$ cat src/rtl/emb_op_pkg.sv
// Package: shared types and the status byte builder for the busy-status monitor.
// Assumes: bit 7 is the polling bit, bit 6 the toggle bit, the rest read as zero.
package emb_op_pkg;

    typedef enum logic {
        OP_PROGRAM = 1'b0,
        OP_ERASE   = 1'b1
    } op_kind_e;

    // Build the byte a host sees while an operation is running.
    function automatic logic [7:0] busy_status(input op_kind_e kind,
                                               input logic     msb,
                                               input logic     tgl);
        logic poll;
        poll = (kind == OP_ERASE) ? 1'b0 : ~msb;
        return {poll, tgl, 6'b000000};
    endfunction

endpackage

$ cat src/rtl/emb_op_timer.sv
// Module: internal duration counter. It accepts a start only while idle and
// holds busy for exactly the parameter's number of cycles for the selected kind.
// Assumes: both durations are at least 1 cycle.
module emb_op_timer #(
    parameter int PROG_CYCLES  = 5,
    parameter int ERASE_CYCLES = 12
) (
    input  logic clk,
    input  logic rst_n,
    input  logic start_i,
    input  logic erase_i,
    output logic accept_o,
    output logic busy_o,
    output logic done_o
);
    localparam int MAX_CYC = (PROG_CYCLES > ERASE_CYCLES) ? PROG_CYCLES : ERASE_CYCLES;
    localparam int CNT_W   = $clog2(MAX_CYC + 1);

    logic [CNT_W-1:0] cnt_q;
    logic             busy_q;
    logic             done_q;

    // Start is taken only when no operation is running.
    assign accept_o = start_i && !busy_q;

    // Load, count down and retire the operation.
    always_ff @(posedge clk) begin
        if (!rst_n) begin
            cnt_q  <= '0;
            busy_q <= 1'b0;
            done_q <= 1'b0;
        end else begin
            done_q <= 1'b0;
            if (accept_o) begin
                busy_q <= 1'b1;
                cnt_q  <= erase_i ? CNT_W'(ERASE_CYCLES - 1) : CNT_W'(PROG_CYCLES - 1);
            end else if (busy_q) begin
                if (cnt_q == '0) begin
                    busy_q <= 1'b0;
                    done_q <= 1'b1;
                end else begin
                    cnt_q <= cnt_q - 1'b1;
                end
            end
        end
    end

    assign busy_o = busy_q;
    assign done_o = done_q;

    AST_NO_OVERFLOW: assert property (@(posedge clk) disable iff (!rst_n)
        busy_q |-> (cnt_q <= CNT_W'(MAX_CYC - 1)));
    AST_DONE_AT_FALL: assert property (@(posedge clk) disable iff (!rst_n)
        $fell(busy_q) |-> done_q);
    AST_DONE_PULSE: assert property (@(posedge clk) disable iff (!rst_n)
        done_q |=> !done_q);

endmodule

$ cat src/rtl/emb_op_toggle.sv
// Module: toggle-bit flop. It clears on an accepted start and inverts once per
// read strobe while busy.
// Assumes: the clear and a read never both matter in one cycle, because an accepted start implies idle.
module emb_op_toggle (
    input  logic clk,
    input  logic rst_n,
    input  logic clear_i,
    input  logic busy_i,
    input  logic rd_i,
    output logic tgl_o
);
    logic tgl_q;

    // Clear at start, flip on each busy read.
    always_ff @(posedge clk) begin
        if (!rst_n) begin
            tgl_q <= 1'b0;
        end else if (clear_i) begin
            tgl_q <= 1'b0;
        end else if (busy_i && rd_i) begin
            tgl_q <= ~tgl_q;
        end
    end

    assign tgl_o = tgl_q;

    AST_TGL_HOLD: assert property (@(posedge clk) disable iff (!rst_n)
        (!clear_i && !(busy_i && rd_i)) |=> $stable(tgl_q));

endmodule

$ cat src/rtl/emb_op_status.sv
// Module: top of the busy-status monitor. It captures the operation kind and
// the programmed top bit at an accepted start. While busy it substitutes the
// status byte for array data on the read path.
// Assumes: array_data_i is valid in the same cycle as rd_i, and the read path is combinational.
module emb_op_status #(
    parameter int PROG_CYCLES  = 5,
    parameter int ERASE_CYCLES = 12
) (
    input  logic       clk,
    input  logic       rst_n,
    input  logic       start_i,
    input  logic       op_erase_i,
    input  logic       prog_msb_i,
    input  logic       rd_i,
    input  logic [7:0] array_data_i,
    output logic [7:0] rd_data_o,
    output logic       busy_o,
    output logic       done_o
);
    import emb_op_pkg::*;

    logic     accept;
    logic     busy;
    logic     tgl;
    op_kind_e kind_q;
    logic     msb_q;

    emb_op_timer #(
        .PROG_CYCLES (PROG_CYCLES),
        .ERASE_CYCLES(ERASE_CYCLES)
    ) timer_i (
        .clk     (clk),
        .rst_n   (rst_n),
        .start_i (start_i),
        .erase_i (op_erase_i),
        .accept_o(accept),
        .busy_o  (busy),
        .done_o  (done_o)
    );

    emb_op_toggle toggle_i (
        .clk    (clk),
        .rst_n  (rst_n),
        .clear_i(accept),
        .busy_i (busy),
        .rd_i   (rd_i),
        .tgl_o  (tgl)
    );

    // Capture the operation context at an accepted start only.
    always_ff @(posedge clk) begin
        if (!rst_n) begin
            kind_q <= OP_PROGRAM;
            msb_q  <= 1'b0;
        end else if (accept) begin
            kind_q <= op_kind_e'(op_erase_i);
            msb_q  <= prog_msb_i;
        end
    end

    // Choose between the status byte and true array data.
    always_comb begin
        rd_data_o = busy ? busy_status(kind_q, msb_q, tgl) : array_data_i;
    end

    assign busy_o = busy;

    AST_BUSY_ON_START: assert property (@(posedge clk) disable iff (!rst_n)
        (start_i && !busy_o) |=> busy_o);
    AST_START_IGNORED: assert property (@(posedge clk) disable iff (!rst_n)
        (start_i && busy_o) |=> ($stable(msb_q) && $stable(kind_q)));
    AST_LOW_BITS_ZERO: assert property (@(posedge clk) disable iff (!rst_n)
        busy_o |-> (rd_data_o[5:0] == 6'd0));
    AST_ERASE_POLL: assert property (@(posedge clk) disable iff (!rst_n)
        (busy_o && kind_q == OP_ERASE) |-> !rd_data_o[7]);
    AST_TOGGLE_FLIP: assert property (@(posedge clk) disable iff (!rst_n)
        (busy_o && rd_i) |=> (!busy_o || (rd_data_o[6] != $past(rd_data_o[6]))));

endmodule

$ cat config.mk
export PLATFORM = sky130hd
export DESIGN_NAME = emb_op_status
export DESIGN_NICKNAME = d
export VERILOG_FILES = /design/src/rtl/emb_op_pkg.sv /design/src/rtl/emb_op_timer.sv /design/src/rtl/emb_op_toggle.sv /design/src/rtl/emb_op_status.sv
export SDC_FILE = /design/constraint.sdc
export NUM_CORES = 1
export LEC_CHECK = 0
export ABC_AREA = 0
export BUFFER_PORTS_ARGS = -buffer_cell sky130_fd_sc_hd__buf_2
export CAP_MARGIN = 20
export CORE_AREA = 10 10 47 49
export DETAILED_ROUTE_END_ITERATION = 10
export DIE_AREA = 0 0 57 59
export PLACE_DENSITY = 0.67
export SLEW_MARGIN = 20
export SYNTH_ARGS = -nofsm -noshare
export SYNTH_HDL_FRONTEND = slang
export SYNTH_HIERARCHICAL = 1
export SYNTH_SLANG_ARGS = --single-unit
$ cat constraint.sdc
create_clock -name clk -period 1.7 [get_ports clk]
set_input_delay 0 -clock clk [delete_from_list [all_inputs] [get_ports clk]]
set_output_delay 0 -clock clk [all_outputs]
set_load 0.01 [all_outputs]
==> After elaboration in Yosys (flattened, before gate mapping) <==
Cells that the tools add are included.
{ "word_totals": {"reg_bits": 9, "elab_cells": 30, "output_inout_bits": 10, "input_bits": 14} }
{ "op_classes": {"reduce_logical": 8, "n_eq_ne": 1, "bitwise_logic": 4, "addsub": 1, "mux": 10} }
{ "op_table": {"columns": ["cell", "count"], "rows": [
  ["$mux 4", 4],
  ["$mux 8", 1],
  ["$mux 1", 5],
  ["$logic_not 4->1", 1],
  ["$not 1->1", 4],
  ["$sub 4x1->4 const B", 1],
  ["$reduce_or 3->1", 1],
  ["$logic_and 1x1->1", 2],
  ["$ne 2x2->1 const B", 1],
  ["$reduce_and 2->1", 1],
  ["$reduce_bool 2->1", 1],
  ["$reduce_or 2->1", 1],
  ["$logic_not 1->1", 1]
]} }

==> Logic depth before layout (Yosys ltp) <==
{ "logic_depth": {"ltp_word": 4, "mapped_depth": 6} }

==> By module <==
Netlist, hierarchy kept.
{ "modules_own_cells": {"columns": ["module", "area_each_um2", "n_inst", "cells_each"], "rows": [
  ["emb_op_timer", 311.5, 1, 36],
  ["emb_op_status", 151.4, 1, 15],
  ["emb_op_toggle", 52.6, 1, 5]
]} }

==> Least setup slack after synthesis <==
No wires, ideal clock.
{ "synth_path": {"kind": "register -> register", "from": "reg timer_i.cnt_q[0]", "to": "reg timer_i.cnt_q[0]", "path_stages_with_launch": 7, "n_path_buf": 1, "required_time_ns": 1.581, "t_arrival_ns": 1.387, "path_slack_ns": 0.194, "path_cell_list": "dfxtp_1 inv_1 ha_1 nor4bb_1 clkbuf_1 or2_2 o221a_2"} }
{ "synth_between": {"elab_chain_len": 4, "word_cells_on_any_way": 7} }
{ "synth_rtl": {"columns": ["item", "line", "source"], "rows": [
  ["from (decl)", "emb_op_timer.sv:19", "logic [CNT_W-1:0] cnt_q;"],
  ["from (signal assigned)", "emb_op_timer.sv:36", "cnt_q <= erase_i ? CNT_W'(ERASE_CYCLES - 1) : CNT_W'(PROG_CYCLES - 1);"],
  ["from (signal assigned)", "emb_op_timer.sv:42", "cnt_q <= cnt_q - 1'b1;"],
  ["$sub 4x1->4", "emb_op_timer.sv:42", null],
  ["$mux 4", "emb_op_timer.sv:38", "if (cnt_q == '0) begin"],
  ["$mux 4", "emb_op_timer.sv:37", "end else if (busy_q) begin"],
  ["$mux 4", "emb_op_timer.sv:34", "if (accept_o) begin"]
]} }
Parallel ways exist; a longest one is shown, timed or not. The select of a mux whose other input is x is not followed.
A chain may end at the register's enable or synchronous reset.

==> Worst setup path after layout <==
{ "layout_path": {"from": "reg timer_i.cnt_q[0]", "to": "reg timer_i.cnt_q[2]"} }
The elaborated chain is that of the path after synthesis.

==> run summary <==
initial antenna violation count = 0
Routed WL = 1.32 mm
largest area contributor in the netlist = dfxtp_1
area of the multi-input gates = 309 um2
syn_area_per_cell = 9.21 um2
DR vias = 516
htree depth = 1
layout cell share with drive strength beyond 1 = 45.9%
fin area = 698 um2
largest net degree at the start of global routing = 14
port bufs = 23
CP Capture Type = flip-flop
Syn Inst Count = 56
initial DRC count = 11
Yosys top cell area share = 35.0%
Synth warnings = 6
worst slew pin tran = 406 ps
Row Count = 14
post-CTS resize count = 0
Overflow after GRT = 0
Tot Pwr = 0.646 mW
#FFs+latches synth = 9
clk sink count = 9
DIE AREA = 3360 um2
hold_sp = rd_i
Reg area = 180 um2
Synth Flop Type = dfxtp_1
final hold violations = 0
Syn Nets = 71
Setup violations, final = 0
CTS Buf Count = 3
Layout Utilization = 49.8%
Boundary Pins = 24
RSZ-0062 raised after global routing = false
Power Dens Cells = 926 nW/um2
startpoint types = flip-flop
vias per cell = 5.11
placed cells = 96
Setup Fix Bufs, Post-CTS = 0
ant diodes = 0
worst hold slack = 24.8 ps
Detail Placement HPWL = 1.09 mm
top post-synthesis cells by area = dfxtp_1 35%, and2b_2 10%, inv_1 4.4%
status = completed
fillers = 146
critical path required time = 1870 ps
clock tree from TritonCTS = built
post-route setup TNS = 0 ps
Layout area overhead = 35.4%
relative slew slack = 72.9%
# DRC = 0
first-pass GRT wire length = 2.19 mm
Post-synth ARST share = 0%
DR pass1 iterations = 4
origin of the worst setup path = timer_i/cnt_q[0]
CTS root buf = clkbuf_4
EDFF count, synth = 0
fin crit share = 96.0%
Hold WC Path Type = in -> reg
Post-DRT Antenna Nets = 0
Commonest cells post-synth = 9 x dfxtp_1, 6 x and2b_2, 6 x inv_1
Max IR drop VDD = 0.535 mV
FF-to-FF Start = timer_i/cnt_q[0]
placed cell area = 662 um2
Die X = 57 um
post-synth design cell area = 515 um2
buffer depth of the longest clock path = 2
Setup WS pre-CTS = 80.8 ps
Fin Clk Skew = 4.05 ps
Tot GR Track Use = 8.09%
core area = 1400 um2
count leader, synth = dfxtp_1
minimum clock period = 1630 ps
Non-Filler Instances = 101
critical path peak fanout = 7
initial core utilization = 36.8%
Die Span Y = 59 um
wire per inst = 13.1 um
Fmax = 0.613 GHz
final worst slack = 67.5 ps
maxcap violations = 0
Slew Limit Fails = 0
vias in the first global route = 496
WP data arrival = 1800 ps
clock slew at reported path FFs = 60 ps
crit path kind = reg -> reg
Net count, final = 101
Worst-Skew Late Latency = 260 ps
static leakage = 0.339 nW
Yosys cell types = 30
RD Place Congestion = 0.830
sequential area share after synthesis = 35.0%
what timing repair did:
| action | in CTS | in global routing |
|---|---|---|
| setup endpoints to repair | 0 | 0 |
| endpoints found under the hold margin | 1 | 0 |
| hold buffers | 1 | 0 |
power breakdown:
part / total (mW) / internal [mW] / switching (mW)
clock network: 0.162 / 0.0903 / 0.0719
logic: 0.225 / 0.119 / 0.106
registers: 0.259 / 0.239 / 0.0203
state kept, by name, indices dropped and copies added (netlist names):
register	count
msb_q	1
timer_i/done_o	1
timer_i/busy_o	1
kind_q	1
toggle_i/tgl_o	1
timer_i/cnt_q	4
critical path, stage by stage (launching register included):
cell and delay (ps):
dfxtp_1 360, inv_1 50, ha_1 230, nor4bb_1 160, buf_4 160, or2_2 300, o32ai_1 270
worst paths after layout:
check | to | cells after the start | slack [ps]
worst max-delay path | timer_i/cnt_q[2] | 6 | 70
worst max register to register | timer_i/cnt_q[2] | 6 | 70
worst min-delay path | toggle_i/tgl_o | 3 | 20
worst min register to register | timer_i/cnt_q[1] | 2 | 510
layer usage:
metal / vias to the layer above / global-route usage (%) / part of all wire, %
li1: 257 / - / -
met1: 230 / 8.57 / 41
met2: 26 / 12.7 / 47
met3: 3 / 3.86 / 9.8
met4: 0 / 5.03 / 1.9
met5: - / 0 / 0
layout make-up:
type                    count  area share (%)
well taps                  16            2.87
clock buffers               4            3.76
flip-flops and latches      9            25.8
inverters                   6            3.23
repair buffers             26            20.1
multi-input cells          40            44.3
layout by cell type (no fill, tap or decap), types with 2 or more instances in the layout:
cell type and instances:
mux2_2 2, nor2b_1 2, inv_1 6, nand3b_1 2, buf_2 23, nor3_1 2
mux2i_1 2, dfxtp_1 9, and2b_2 6, nor2_1 2, nand2b_1 2, buf_4 2
clkbuf_4 3, nand2_1 2
kinds of logic after synthesis:
group | after synthesis | synth area share, %
compound gates | 12 | 19.4
fa+ha+maj | 1 | 2.43
buf+inv | 7 | 5.10
flops | 9 | 35.0
mux | 4 | 8.25
simple gates | 23 | 29.9
Power figures use the tool's default switching activity.
